## src/rtl/zsr_pkg.sv

```systemverilog
package zsr_pkg;
  parameter int SW   = 10;
  parameter int MAXW = 64;
  parameter int NB   = 16;
  parameter int OW   = 24;
  parameter int NSW  = 4;
  localparam int IW    = $clog2(MAXW);
  localparam int CW    = IW + 1;
  localparam int NBL   = $clog2(NB);
  localparam int MADW  = SW + NBL + 1;
  localparam int INTW  = SW + CW;
  localparam int TAILW = SW + 4;
  localparam int PROD  = MADW + NSW;

  typedef enum logic [2:0] {E_IDLE, E_SCAN, E_HDR, E_FINE, E_TAIL, E_INTEG} est_t;

  function automatic logic [SW-1:0] above_base(logic [SW-1:0] s, logic [SW-1:0] m);
    return (s > m) ? (s - m) : '0;
  endfunction

  function automatic logic [SW-1:0] abs_gap(logic [SW-1:0] s, logic [SW-1:0] m);
    return (s > m) ? (s - m) : (m - s);
  endfunction

  function automatic logic over_noise(logic [SW-1:0] amp, logic [MADW-1:0] mad,
                                      logic [NSW-1:0] n);
    logic [PROD-1:0] lhs, rhs;
    lhs = PROD'(amp) << NBL;
    rhs = PROD'(n) * PROD'(mad);
    return lhs > rhs;
  endfunction
endpackage

```

## src/rtl/zsr_slope.sv

```systemverilog
module zsr_slope
  import zsr_pkg::*;
(
  input  logic          clk,
  input  logic          rst_n,
  input  logic          v,
  input  logic          first,
  input  logic [SW-1:0] sample,
  input  logic [SW-1:0] dead,
  output logic          pile
);
  logic [SW-1:0] prev;
  logic [1:0]    lsgn;   // 0 none, 1 rising, 2 falling
  logic [1:0]    chg;
  logic signed [SW+1:0] diff, band;
  logic          rise, fall, turn;

  assign diff = $signed({2'b00, sample}) - $signed({2'b00, prev});
  assign band = $signed({2'b00, dead});
  assign rise = diff > band;
  assign fall = diff < -band;
  assign turn = (rise && lsgn == 2'd2) || (fall && lsgn == 2'd1);

  always_ff @(posedge clk) begin
    if (!rst_n) begin
      prev <= '0; lsgn <= '0; chg <= '0;
    end else if (v) begin
      prev <= sample;
      if (first) begin
        lsgn <= '0; chg <= '0;
      end else begin
        if (rise) lsgn <= 2'd1;
        else if (fall) lsgn <= 2'd2;
        if (turn && chg != 2'd3) chg <= chg + 2'd1;
      end
    end
  end

  assign pile = (chg == 2'd3);


  pileup_hold_chk: assert property (@(posedge clk) disable iff (!rst_n)
    (pile && !(v && first)) |=> pile);
endmodule

```

## src/rtl/zsr_capture.sv

```systemverilog
module zsr_capture
  import zsr_pkg::*;
(
  input  logic              clk,
  input  logic              rst_n,
  input  logic              v,
  input  logic              first,
  input  logic              last,
  input  logic [SW-1:0]     sample,
  input  logic [IW-1:0]     rd_addr,
  output logic [SW-1:0]     rd_data,
  output logic [CW-1:0]     len,
  output logic [IW-1:0]     peak,
  output logic [SW-1:0]     pmax,
  output logic [SW+NBL-1:0] bsum,
  output logic              room,
  output logic              done
);
  logic [SW-1:0] mem [MAXW];
  logic          store;

  assign room    = len < CW'(MAXW);
  assign store   = v && (first || room);
  assign rd_data = mem[rd_addr];

  always_ff @(posedge clk) begin
    if (store) mem[first ? '0 : len[IW-1:0]] <= sample;
  end

  always_ff @(posedge clk) begin
    if (!rst_n) begin
      len <= '0; peak <= '0; pmax <= '0; bsum <= '0; done <= 1'b0;
    end else begin
      done <= v && last;
      if (store) begin
        if (first) begin
          len <= CW'(1); bsum <= (SW+NBL)'(sample); pmax <= sample; peak <= '0;
        end else begin
          len <= len + CW'(1);
          if (len < CW'(NB)) bsum <= bsum + (SW+NBL)'(sample);
          if (sample > pmax) begin
            pmax <= sample; peak <= len[IW-1:0];
          end
        end
      end
    end
  end


  cap_len_chk: assert property (@(posedge clk) disable iff (!rst_n)
    len <= CW'(MAXW));
endmodule

```

## src/rtl/zsr_emit.sv

```systemverilog
module zsr_emit
  import zsr_pkg::*;
(
  input  logic              clk,
  input  logic              rst_n,
  input  logic              start,
  input  logic [CW-1:0]     len,
  input  logic [IW-1:0]     peak,
  input  logic [SW-1:0]     pmax,
  input  logic [SW+NBL-1:0] bsum,
  input  logic              pile,
  input  logic [NSW-1:0]    cfg_nsig,
  input  logic [IW-1:0]     cfg_pre,
  input  logic [IW-1:0]     cfg_post,
  input  logic              cfg_ratio8,
  input  logic              cfg_calib,
  output logic [IW-1:0]     rd_addr,
  input  logic [SW-1:0]     rd_data,
  output logic              busy,
  output logic              out_valid,
  output logic              out_head,
  output logic              out_last,
  output logic [OW-1:0]     out_data
);
  est_t st;
  logic [CW-1:0]    idx, len_q, fstart, fend, lastix, reach;
  logic [IW-1:0]    peak_q;
  logic [SW-1:0]    max_q, mean_q, amp;
  logic             pile_q, hit;
  logic [MADW-1:0]  mad_q;
  logic [INTW-1:0]  integ_q;
  logic [TAILW-1:0] acc_q, acc_n;
  logic [3:0]       grp_q, grp_n, gsize;
  logic             fine_end, tail_emit, win_end;

  assign lastix   = len_q - CW'(1);
  assign amp      = max_q - mean_q;
  assign hit      = over_noise(amp, mad_q, cfg_nsig);
  assign fstart   = (peak_q >= cfg_pre) ? CW'(peak_q - cfg_pre) : '0;
  assign reach    = CW'(peak_q) + CW'(cfg_post);
  assign fend     = (reach > lastix) ? lastix : reach;
  assign win_end  = idx == lastix;
  assign fine_end = (st == E_FINE) && (idx == fend);
  assign gsize    = cfg_ratio8 ? 4'd8 : 4'd4;
  assign grp_n    = grp_q + 4'd1;
  assign acc_n    = acc_q + TAILW'(rd_data);
  assign tail_emit = (st == E_TAIL) && (grp_n == gsize || win_end);
  assign rd_addr  = idx[IW-1:0];
  assign busy     = st != E_IDLE;

  always_ff @(posedge clk) begin
    if (!rst_n) begin
      st <= E_IDLE; idx <= '0; len_q <= '0; peak_q <= '0; max_q <= '0;
      mean_q <= '0; pile_q <= 1'b0; mad_q <= '0; integ_q <= '0;
      acc_q <= '0; grp_q <= '0;
    end else begin
      case (st)
        E_IDLE: if (start) begin
          st <= E_SCAN; idx <= '0; len_q <= len; peak_q <= peak; max_q <= pmax;
          mean_q <= SW'(bsum >> NBL); pile_q <= pile; mad_q <= '0; integ_q <= '0;
        end
        E_SCAN: begin
          if (idx < CW'(NB)) mad_q <= mad_q + MADW'(abs_gap(rd_data, mean_q));
          integ_q <= integ_q + INTW'(above_base(rd_data, mean_q));
          idx <= idx + CW'(1);
          if (win_end) st <= E_HDR;
        end
        E_HDR: begin
          idx <= fstart;
          if (!hit) st <= E_IDLE;
          else if (cfg_calib) st <= E_INTEG;
          else st <= E_FINE;
        end
        E_INTEG: st <= E_IDLE;
        E_FINE: begin
          idx <= idx + CW'(1);
          grp_q <= '0; acc_q <= '0;
          if (fine_end) st <= win_end ? E_IDLE : E_TAIL;
        end
        E_TAIL: begin
          idx <= idx + CW'(1);
          if (tail_emit) begin
            acc_q <= '0; grp_q <= '0;
            if (win_end) st <= E_IDLE;
          end else begin
            acc_q <= acc_n; grp_q <= grp_n;
          end
        end
        default: st <= E_IDLE;
      endcase
    end
  end

  always_comb begin
    out_valid = 1'b0; out_head = 1'b0; out_last = 1'b0; out_data = '0;
    case (st)
      E_HDR: begin
        out_valid = 1'b1; out_head = 1'b1; out_last = !hit;
        out_data = OW'({amp, peak_q, cfg_calib, pile_q, hit});
      end
      E_INTEG: begin out_valid = 1'b1; out_last = 1'b1; out_data = OW'(integ_q); end
      E_FINE: begin
        out_valid = 1'b1; out_last = fine_end && win_end; out_data = OW'(rd_data);
      end
      E_TAIL: begin
        out_valid = tail_emit; out_last = tail_emit && win_end; out_data = OW'(acc_n);
      end
      default: ;
    endcase
  end


  miss_single_chk: assert property (@(posedge clk) disable iff (!rst_n)
    (out_valid && out_head && !out_data[0]) |-> out_last);

  calib_one_word_chk: assert property (@(posedge clk) disable iff (!rst_n)
    (out_valid && out_head && out_data[0] && out_data[2]) |=>
      (out_valid && out_last && !out_head));

  gap_after_last_chk: assert property (@(posedge clk) disable iff (!rst_n)
    (out_valid && out_last) |=> !out_valid);

  fine_in_window_chk: assert property (@(posedge clk) disable iff (!rst_n)
    (st == E_FINE) |-> (idx < len_q));

  head_after_scan_chk: assert property (@(posedge clk) disable iff (!rst_n)
    out_head |-> $past(st) == E_SCAN);
endmodule

```

## src/rtl/zsr_unit.sv

```systemverilog
module zsr_unit
  import zsr_pkg::*;
(
  input  logic           clk,
  input  logic           rst_n,
  input  logic           in_valid,
  input  logic           in_first,
  input  logic           in_last,
  input  logic [9:0]     in_sample,
  input  logic [3:0]     cfg_nsig,
  input  logic [9:0]     cfg_dead,
  input  logic [5:0]     cfg_pre,
  input  logic [5:0]     cfg_post,
  input  logic           cfg_ratio8,
  input  logic           cfg_calib,
  output logic           out_valid,
  output logic           out_head,
  output logic           out_last,
  output logic [23:0]    out_data
);
  logic              busy, done, room, acc_v;
  logic [IW-1:0]     rd_addr, peak;
  logic [SW-1:0]     rd_data, pmax;
  logic [CW-1:0]     len;
  logic [SW+NBL-1:0] bsum;
  logic              pile;

  assign acc_v = in_valid && !busy && !done;

  zsr_capture u_cap (
    .clk, .rst_n, .v(acc_v), .first(in_first), .last(in_last), .sample(in_sample),
    .rd_addr, .rd_data, .len, .peak, .pmax, .bsum, .room, .done);

  zsr_slope u_slope (
    .clk, .rst_n, .v(acc_v && (in_first || room)), .first(in_first),
    .sample(in_sample), .dead(cfg_dead), .pile);

  zsr_emit u_emit (
    .clk, .rst_n, .start(done), .len, .peak, .pmax, .bsum, .pile,
    .cfg_nsig, .cfg_pre, .cfg_post, .cfg_ratio8, .cfg_calib,
    .rd_addr, .rd_data, .busy, .out_valid, .out_head, .out_last, .out_data);
endmodule

```

## config.mk

```make
export PLATFORM = sky130hd
export DESIGN_NAME = zsr_unit
export DESIGN_NICKNAME = d
export VERILOG_FILES = /design/src/rtl/zsr_pkg.sv /design/src/rtl/zsr_slope.sv /design/src/rtl/zsr_capture.sv /design/src/rtl/zsr_emit.sv /design/src/rtl/zsr_unit.sv
export SDC_FILE = /design/constraint.sdc
export NUM_CORES = 1
export LEC_CHECK = 0
export BUFFER_PORTS_ARGS = -buffer_cell sky130_fd_sc_hd__buf_2
export CAP_MARGIN = 40
export CORE_MARGIN = 3
export CORE_UTILIZATION = 65
export CTS_BUF_LIST = sky130_fd_sc_hd__clkbuf_4
export CTS_CLUSTER_SIZE = 10
export DETAILED_ROUTE_END_ITERATION = 10
export PLACE_DENSITY = 0.79
export SYNTH_ARGS = -nofsm -noshare
export SYNTH_HDL_FRONTEND = slang
export SYNTH_SLANG_ARGS = --single-unit
```

## constraint.sdc

```tcl
create_clock -name clk -period 16 [get_ports clk]
set_input_delay 2.4 -clock clk [delete_from_list [all_inputs] [get_ports clk]]
set_output_delay 2.4 -clock clk [all_outputs]
set_load 0.03 [all_outputs]
```

# --- After elaboration in Yosys (flattened, before gate mapping) ---
# Memories as Yosys holds them, arrays and structs flattened. A register that Yosys moved wholly into a read port is not among the register bits.
# Index checks and enable logic that the tools add are counted.
word_totals:
  n_memories: 1
  regBits: 146
  ram_bits: 640
  word_cells: 148
  out_inout_bits: 27
op_classes:
  n_mul: 1
  n_eq_ne: 18
  add_sub_neg: 16
  reduce_logical: 37
  magnitude_cmp: 10
  muxes: 46
memory_table:
  columns: ["name", "words", "word_bits", "read_ports", "rd_ports_with_merged_regs", "write_ports", "line_no", "rtl"]
  rows:
  - ["u_cap.mem", 64, 10, 1, 1, 1, "zsr_capture.sv:19", "logic [SW-1:0] mem [MAXW];"]
ops:
  columns: ["cell", "n"]
  rows:
  - ["$pmux W19 S4", 1]
  - ["$mux W14", 3]
  - ["$mux W10", 4]
  - ["$pmux W17 S2", 1]
  - ["$mux W15", 2]
  - ["$mux W6", 5]
  - ["$pmux W15 S2", 1]
  - ["$sub A10 B10 Y10", 3]
  - ["$add A14 B10 Y14", 2]
  - ["$mux W7", 4]
  - ["$pmux W14 S2", 1]
  - ["$mux W3", 8]
  - ["$pmux W7 S3", 1]
  - ["$gt A10 B10 Y1", 2]
  - ["$gt A14 B19 Y1", 1]
  - ["$mul A4 B15 Y19", 1]
  - ["$add A17 B10 Y17", 1]
  - ["$mux W17", 1]
  - ["$add A15 B10 Y15", 1]
  - ["$pmux W3 S5", 1]
  - ["$add A7 B1 Y7 const B", 2]
  - ["$eq A7 B7 Y1", 2]
  - ["$lt A7 B5 Y1 const B", 2]
  - ["$reduce_and A2 Y1", 7]
  - ["35 further kinds", 71]

# --- Depth between registers and ports, before layout ---
# Gate-level depths: netlist (run 1).
logic_depth:
  word_depth: 7
  depth_mapped: 28
  mapped_depth_nobuf: 24

# --- Hierarchy ---
# Synthesis (run 1) repeated with hierarchy kept, for this count alone.
unflattened:
  cells_unflattened: 2965
  hier_area_um2: 39096.2
modules_own_cells:
  columns: ["mod", "seq_area_each_um2", "instances", "cells_each", "area_per_inst_um2"]
  rows:
  - ["zsr_capture", 19979.2, 1, 1413, 27189.8]
  - ["zsr_emit", 1881.8, 1, 1331, 10173.5]
  - ["zsr_slope", 280.3, 1, 219, 1712.9]
  - ["zsr_unit", 0.0, 1, 2, 20.0]

# --- Worst setup path after synthesis (run 1) ---
# No wires, ideal clock.
synth_timing:
  kind: "input -> output"
  from: "input cfg_nsig[3]"
  to: "output out_data[0]"
  cell_stages: 20
  t_arrival_ps: 7238
  setup_slack_ps: 6362
  t_required_ps: 13600
  cell_sequence: "clkbuf_1 nand2_1 fa_1 fa_1 inv_1 ha_1 a211oi_1 o21ai_0 a31oi_1 o21ai_0 a21oi_1 xor2_1 ha_1 nand3_1 mux2i_1 o211ai_1 nor4b_1 o2111ai_1 or3b_2 o21ai_1"
synth_between:
  elab_chain_cells: 3
synth_lines:
  columns: ["item", "line_no", "rtl"]
  rows:
  - ["from (decl)", "zsr_unit.sv:10", "input logic [3:0] cfg_nsig,"]
  - ["$mul A4 B15 Y19", "zsr_pkg.sv:29", "rhs = PROD'(n) * PROD'(mad);"]
  - ["$gt A14 B19 Y1", "zsr_pkg.sv:30", "return lhs > rhs;"]
  - ["$pmux W19 S4", "zsr_emit.sv:96", "case (st)"]
  - ["to (decl)", "zsr_unit.sv:19", "output logic [23:0] out_data"]
# Every way passes these cells.

# --- Worst setup path in the final report (run 1) ---
# Ends and elaborated chain as after synthesis.

==> results of run 1 <==
## critical path, delay by kind of cell
kind / cells / cell delay (ps)
AOI/OAI and AO/OA: 8 / 1850
buffers and inverters: 4 / 500
and+or+nand+nor: 4 / 1290
xor gates and xnor gates: 1 / 160
adders and majority gates: 4 / 1730
muxes: 1 / 140
## registers in the layout (all words and copies together), names as in the netlist, named ones only
signal	cells
u_emit.mad_q	15
u_emit.integ_q	17
u_emit.idx	7
u_emit.len_q	7
u_emit.peak_q	6
u_slope.prev	10
u_emit.st	3
u_cap.pmax	10
u_emit.mean_q	10
u_cap.mem	640
u_slope.lsgn	2
u_cap.done	1
u_cap.peak	6
u_cap.bsum	14
u_cap.len	7
u_slope.chg	2
u_emit.pile_q	1
u_emit.acc_q	14
u_emit.max_q	10
u_emit.grp_q	4
## cells in the final DEF, fill, tap and decap left out, types with 8 or more instances in the layout
cell type / n
a2111oi_0: 9
a211oi_1: 17
a21boi_0: 12
a21o_1: 32
a21oi_1: 150
a22oi_1: 27
and2_1: 53
and3_1: 13
buf_2: 65
buf_4: 88
clkbuf_4: 289
clkinv_1: 46
dfxtp_1: 148
diode_2: 9
edfxtp_1: 640
fa_1: 36
ha_1: 167
inv_1: 181
mux2i_1: 28
mux4_2: 210
nand2_1: 231
nand2b_1: 20
nand3_1: 59
nand4_1: 24
nor2_1: 211
nor2b_1: 31
nor3_1: 40
nor3b_1: 9
o211ai_1: 13
o21a_1: 9
o21ai_0: 83
or2_2: 8
or3_1: 19
xnor2_1: 49
xor2_1: 37
## where the power goes
group	total (mW)	switching [mW]	internal, mW
registers	2.30	0.0444	2.25
logic	0.979	0.568	0.411
clock network	1.66	0.817	0.847
## per-layer routing
metal,vias to the layer above,global-route usage [%],routed length [um]
met2,1449,52.5,48400
li1,11317,-,-
met1,12764,42.0,37500
met4,2,13.7,4240
met3,249,7.20,8850
met5,-,0,13
## worst min-delay path by stage
stage | slack (ps) | depth (start not counted) | from | to
2_1_floorplan | 430 | 2 | u_cap.peak[0]$_SDFFE_PN0P_ | u_emit.peak_q[0]$_SDFFE_PN0P_
3_3_place_gp | 440 | 2 | u_cap.peak[3]$_SDFFE_PN0P_ | u_emit.peak_q[3]$_SDFFE_PN0P_
3_5_place_dp | 450 | 2 | u_cap.peak[1]$_SDFFE_PN0P_ | u_emit.peak_q[1]$_SDFFE_PN0P_
4_1_cts | 420 | 2 | u_cap.peak[2]$_SDFFE_PN0P_ | u_emit.peak_q[2]$_SDFFE_PN0P_
5_1_grt | 430 | 2 | u_cap.peak[0]$_SDFFE_PN0P_ | u_emit.peak_q[0]$_SDFFE_PN0P_
6_report | 410 | 2 | u_cap.peak[0]$_SDFFE_PN0P_ | u_emit.peak_q[0]$_SDFFE_PN0P_
## logic make-up after synthesis
group | count (synthesis) | synth area share (%)
xor gates and xnor gates | 88 | 2.07
adders and majority gates | 203 | 7.29
other | 1 | 0.00973
and+or+nand+nor | 749 | 9.13
buffers and inverters | 309 | 3.18
muxes | 242 | 13.1
AOI/OAI and AO/OA | 447 | 7.45
DFF | 792 | 57.8
## area by class of cell
| cell class | count | share of cell area [%] |
|---|---|---|
| Multi-Input combinational cell | 1734 | 35.4 |
| Sequential cell | 792 | 52.3 |
| Tap cell | 765 | 2.25 |
| Clock buffer | 289 | 5.09 |
| Inverter | 183 | 1.62 |
| Antenna cell | 9 | 0.0529 |
| Clock inverter | 61 | 0.737 |
| Timing Repair Buffer | 159 | 2.57 |
## per-stage QoR
| step | power [mW] | utilization (%) | std cells | setup WS (ps) | hold WS, ps |
|---|---|---|---|---|---|
| after floorplan | 3.03 | - | 2835 | 6360 | 432 |
| after detailed placement | 3.31 | 68.9 | 3632 | 5620 | 445 |
| after global placement | 3.26 | 68.1 | 3572 | 5740 | 440 |
| final | 4.94 | 73.3 | 3992 | 5520 | 409 |
| after CTS | 4.96 | 73.2 | 3982 | 5540 | 424 |
| after global routing | 5.17 | 73.3 | 3991 | 5140 | 429 |
==> summary.md, run 1 <==
| Metric | Value |
|---|---|
| Outcome | finished, final reports clean |
| Layout cells sized above 1 | 21.8% |
| Dpl hpwl | 66.6 mm |
| Via-to-Cell Ratio | 6.46 |
| Cell type with the largest total area after synthesis | edfxtp_1 |
| Starting Density | 66.3% |
| Largest net degree at the start of global routing | 132 |
| Multi-input logic area | 15100 um^2 |
| Slowest stage delay, CP | 540 ps |
| Critical path launch point | cfg_nsig[3] |
| CP Data Arrival Time | 8080 ps |
| Maximum vdd drop | 0.000104 V |
| Maxcap violations | 0 |
| Most common cell in the netlist | edfxtp_1 |
| Crit path max fanout | 15 |
| Clk slew on worst S/H paths | 70 ps |
| Area of placed instances | 40100 um^2 |
| Worst reg-to-reg path cell count | 24 |
| Vias in the first global route | 25761 |
| Fmax | 0.0954 GHz |
| Placement Rows | 88 |
| Clock period minus worst slack | 10480 ps |
| Slew @ Worst Pin | 957 ps |
| RSZ-0062 raised after global routing | no |
| HP Class | reg2reg |
| Final Hold Vio Count | 0 |
| Number of synthesized flops with an enable pin | 640 |
| CTS tree | yes |
| Remaining Overflow, GRT | 0 |
| Yosys top cell area share | 49.9% |
| # port buffers | 64 |
| Num CTS Buffers | 191 |
| Slew HR | 36.2% |
| Clock latency on the worst-skew pair | 1070 ps |
| Routed Antenna Nets | 0 |
| Area Growth Syn to Fin | 10.5% |
| Element type at the critical path end | output port |
| PwrDens | 116 nW/um^2 |
| Post-CTS Setup Inserts | 0 |
| Final wirelength | 99.0 mm |
| Root buffer cell | clkbuf_4 |
| Most frequent cells after synthesis | 640 x edfxtp_1, 231 x nand2_1, 211 x nor2_1 |
| Fillers | 3630 |
| Clock Tree Buf Depth | 3 |
| Largest cells by area after synthesis | edfxtp_1 50%, mux4_2 12%, dfxtp_1 7.9% |
| Final instance area | 42600 um^2 |
| Slowest CP cell | o41ai_1 |
| Final Cycle Share | 65.5% |
| FF-to-FF setup slack | 7270 ps |
| Cells after synthesis | 2831 |
| DIE AREA | 62300 um^2 |
| Worst r2r dst | u_emit.integ_q[16]$_SDFFE_PN0P_ |
| First-pass GRT wire length | 152 mm |
| Final slew viol count | 0 |
| Die X | 250 um |
| Average size of a mapped cell | 13.6 um^2 |
| Clock net sink count | 792 |
| Mapped Area | 38500 um^2 |
| # resized after CTS | 0 |
| Worst Setup Start Kind | input port |
| Share of async-settable or async-resettable flops after synthesis | 0% |
| Synth cell types | 80 |
| Crit path kind | in2out |
| Hold buffers post-CTS | 0 |
| TNS Setup | 0 ps |
| Initial DRC count | 2757 |
| Crit path cell chain | buf_2 -> and2_1 -> fa_1 -> inv_1 -> fa_1 -> inv_1 -> ha_1 -> nor2b_1 -> o31ai_1 -> a21oi_1 -> o41ai_1 -> xor2_1 -> ha_1 -> a21o_1 -> a21oi_1 -> mux2i_1 -> o211ai_1 -> nor4b_1 -> o2111ai_1 -> or3b_2 -> o21ai_1 -> buf_2 |
| Via count | 25781 |
| Synth warn | 0 |
| Register area | 22300 um^2 |
| Final nets | 3307 |
| Detailed-route DRC error count | 0 |
| Worst setup endpoint | out_data[0] |
| Core Box Area | 58100 um^2 |
| Initial antenna violation count | 3 |
| Sequential share of the synthesized area | 57.8% |
| Routability cong. | 0.905 |
| Req. time, crit path | 13600 ps |
| GRT Total Usage | 32.1% |
| Die span in y | 250 um |
| Leakage power | 15.3 nW |
| Setup Viol. Count Final | 0 |
| First-pass DRT Iterations | 6 |
| WL/cell | 24.8 um |
| I/O Pins | 70 |
| Synth Flop Type | edfxtp_1 |
| CTS H-tree lvls | 4 |
| #FFs+latches synth | 792 |
| Worst Clk Skew | 89.9 ps |
(Power assumes the default switching activity.)
==> inputs of run 2 (changes only) <==
ABC_AREA = 1   (was default)
clock period = 10.1 ns   (was 16 ns; I/O delays follow)
==> run 2 against run 1 <==
- clock skew down 4.6 ps
- core utilization decreased by 0.65 points
- cell count up 29%
- non-clock buffer count rose by 2
- power up 120%
- clock power increased by 58%
- sequential cell count unchanged
- hold slack gained 50 ps
- register-to-register slack worse by 4200 ps
- combinational power increased to 4.3 times the previous value
- critical path type is now reg2out
- critical endpoint is now out_data[13]
- largest cell class unchanged
==> summary.md, run 2 <==
| Metric | Value |
|---|---|
| Outcome | finished, final reports clean |
| Via count | 31277 |
| Num CTS Buffers | 192 |
| Routed Antenna Nets | 0 |
| Final Hold Vio Count | 0 |
| Setup Viol. Count Final | 0 |
| Fmax | 0.128 GHz |
| Simple-gate share of the synthesized area | 13.8% |
| Largest family of logic cells by synthesized area | compound AO/OA/AOI/OAI gates |
| # port buffers | 64 |
| Synth warn | 0 |
| GRT Total Usage | 32.4% |
| Clock Tree Buf Depth | 3 |
| Number of synthesized flops with an enable pin | 640 |
| Clk slew on worst S/H paths | 70 ps |
| Sw power | 4.38 mW |
| CTS tree | yes |
| Clock latency on the worst-skew pair | 1120 ps |
| Final Cycle Share | 77.1% |
| Final nets | 4461 |
| HP Class | reg2reg |
| Average size of a mapped cell | 9.74 um^2 |
| CTS H-tree lvls | 4 |
| Worst Clk Skew | 85.3 ps |
| Crit path kind | reg2out |
| Largest net degree at the start of global routing | 161 |
| Mux share of post-synthesis cell area | 0.0254% |
| Net Sw Frac | 41.0% |
| Most common cell in the netlist | edfxtp_1 |
| Initial DRC count | 3737 |
| Xor/xnor share of the synthesized area | 1.53% |
| Max reg flops | 640 |
| WL/cell | 20.0 um |
| Die span in y | 252 um |
| Internal power | 6.32 mW |
| Highest-count cells in the layout ignoring fill and taps | 640 x edfxtp_1, 590 x nor2_1, 520 x o21ai_0 |
| Slew @ Worst Pin | 1080 ps |
| Final wirelength | 103 mm |
| Via-to-Cell Ratio | 6.08 |
| Fillers | 4298 |
| Yosys top cell area share | 48.7% |
| Die X | 252 um |
| Clock net sink count | 792 |
| Routability cong. | 0.925 |
| Placement Rows | 89 |
| Sequential share of the synthesized area | 56.5% |
| Most frequent cells after synthesis | 640 x edfxtp_1, 590 x nor2_1, 520 x o21ai_0 |
| I/O Pins | 70 |
| Worst setup endpoint | out_data[13] |
| Initial antenna violation count | 3 |
| DIE AREA | 63700 um^2 |
| Dpl hpwl | 64.9 mm |
| Maxcap violations | 0 |
| Hold buffers post-CTS | 0 |
| Maximum vdd drop | 0.000174 V |
| Worst Setup Start Kind | flip-flop |
| Slew HR | 28.1% |
| # resized after CTS | 0 |
| Leakage power | 16.9 nW |
| Layout cells sized above 1 | 11.6% |
| Largest cells by area after synthesis | edfxtp_1 49%, dfxtp_1 7.7%, o21ai_0 6.6% |
| Synth Area in Compound Gates | 15.2% |
| Cell type with the largest total area after synthesis | edfxtp_1 |
| Starting Density | 66.3% |
| CP Data Arrival Time | 6270 ps |
| Worst reg-to-reg path cell count | 31 |
| Share of async-settable or async-resettable flops after synthesis | 0% |
| Vias in the first global route | 29425 |
| Sequential power share | 35.9% |
| RSZ-0062 raised after global routing | no |
| First-pass GRT wire length | 159 mm |
| Core Box Area | 59500 um^2 |
| Root buffer cell | clkbuf_4 |
| Req. time, crit path | 8590 ps |
| Slowest CP cell | buf_4 |
| Worst r2r dst | u_emit.mad_q[13]$_SDFFE_PN0P_ |
| Detailed-route DRC error count | 0 |
| TNS Setup | 0 ps |
| Total power | 10.7 mW |
| Remaining Overflow, GRT | 0 |
| Crit path max fanout | 153 |
| Element type at the critical path end | output port |
| First-pass DRT Iterations | 6 |
| FF-to-FF setup slack | 3050 ps |
| Synth Flop Type | edfxtp_1 |
| Gate power share | 39.7% |
| Clock period minus worst slack | 7790 ps |
| Area Growth Syn to Fin | 9.53% |
| Post-Synth Adder-Cell Area | 7.13% |
| Slowest stage delay, CP | 630 ps |
| #FFs+latches synth | 792 |
| Mapped Area | 39400 um^2 |
| Post-CTS Setup Inserts | 0 |
| Clock Power Share | 24.5% |
| Final slew viol count | 0 |
| Cells after synthesis | 4050 |
| Leading cell type in the layout, fill and taps excluded | edfxtp_1 |
| Crit path cell chain | inv_8 -> buf_4 -> o21ai_0 -> o22ai_1 -> o21ai_0 -> o211ai_1 -> nand3_1 -> nand2_1 -> ha_1 -> a21oi_1 -> nand2_1 -> nand2_1 -> nand2_1 -> a21oi_1 -> o21ai_0 -> xnor2_1 -> nor2_1 -> a21oi_1 -> o21ai_0 -> buf_2 |
| PwrDens | 248 nW/um^2 |
| Synth cell types | 54 |
==> run 2: worst max-delay path: cells and delay by family, from the launching register on <==
family                   cells  cell delay [ps]
adder cells (fa/ha/maj)      1              360
AND/OR/NAND/NOR              6              790
buffers and inverters        3             1480
AO/OA/AOI/OAI                9             1640
flip-flops                   1              540
XOR/XNOR                     1              170
==> run 2: how the worst min path moves through the flow <==
| stage | start | end | slack [ps] | cells past startpoint |
|---|---|---|---|---|
| 3_5_place_dp | u_slope.prev[7]$_SDFFE_PN0P_ | u_slope.prev[7]$_SDFFE_PN0P_ | 450 | 2 |
| 3_3_place_gp | u_slope.prev[3]$_SDFFE_PN0P_ | u_slope.prev[3]$_SDFFE_PN0P_ | 450 | 2 |
| 2_1_floorplan | u_emit.max_q[0]$_SDFFE_PN0P_ | u_emit.max_q[0]$_SDFFE_PN0P_ | 430 | 2 |
| 4_1_cts | u_slope.prev[7]$_SDFFE_PN0P_ | u_slope.prev[7]$_SDFFE_PN0P_ | 460 | 2 |
| 5_1_grt | u_cap.peak[5]$_SDFFE_PN0P_ | u_emit.peak_q[5]$_SDFFE_PN0P_ | 480 | 2 |
| 6_report | u_slope.prev[7]$_SDFFE_PN0P_ | u_slope.prev[7]$_SDFFE_PN0P_ | 460 | 2 |
==> run 2: per-stage QoR <==
step | instances | instance area (um^2) | setup WS, ps | util, % | hold slack [ps]
after floorplan | 4054 | 39400 | 3400 | - | 433
after global placement | 4732 | 40200 | 3110 | 67.6 | 449
after detailed placement | 4794 | 40700 | 3040 | 68.4 | 454
after CTS | 5141 | 43200 | 2370 | 72.6 | 464
after global routing | 5143 | 43200 | 1860 | 72.6 | 477
final | 5147 | 43200 | 2310 | 72.6 | 459
==> run 2: layout make-up <==
class / count / area, um^2 / share of cell area [%]
Clock buffer: 280 / 2100 / 4.87
Multi-Input combinational cell: 2684 / 14900 / 34.5
Clock inverter: 67 / 379 / 0.878
Timing Repair Buffer: 161 / 1110 / 2.58
Sequential cell: 792 / 22300 / 51.6
Tap cell: 773 / 967 / 2.24
Inverter: 384 / 1450 / 3.37
Antenna cell: 6 / 15.0 / 0.0348
==> run 2: kinds of logic after synthesis <==
logic type,Yosys count
fa+ha+maj,203
flops,792
other cells,1
simple gates,1320
buf+inv,578
compound gates,1086
xor+xnor,69
mux,1
==> run 2: metal layers <==
metal	routed length, um	GRT usage [%]
met5	0	0
met4	3770	12.7
met3	9770	6.18
met2	47800	51.6
met1	41700	44.5
==> run 2: power groups by stage <==
stage               logic [mW]  registers (mW)  clock network, mW
finish                    4.24            3.84               2.62
floorplan                 3.15            3.80                  0
CTS                       4.18            3.83               2.65
global route              4.77            3.85               2.82
global placement          4.06            3.90                  0
detailed placement        4.15            3.90                  0
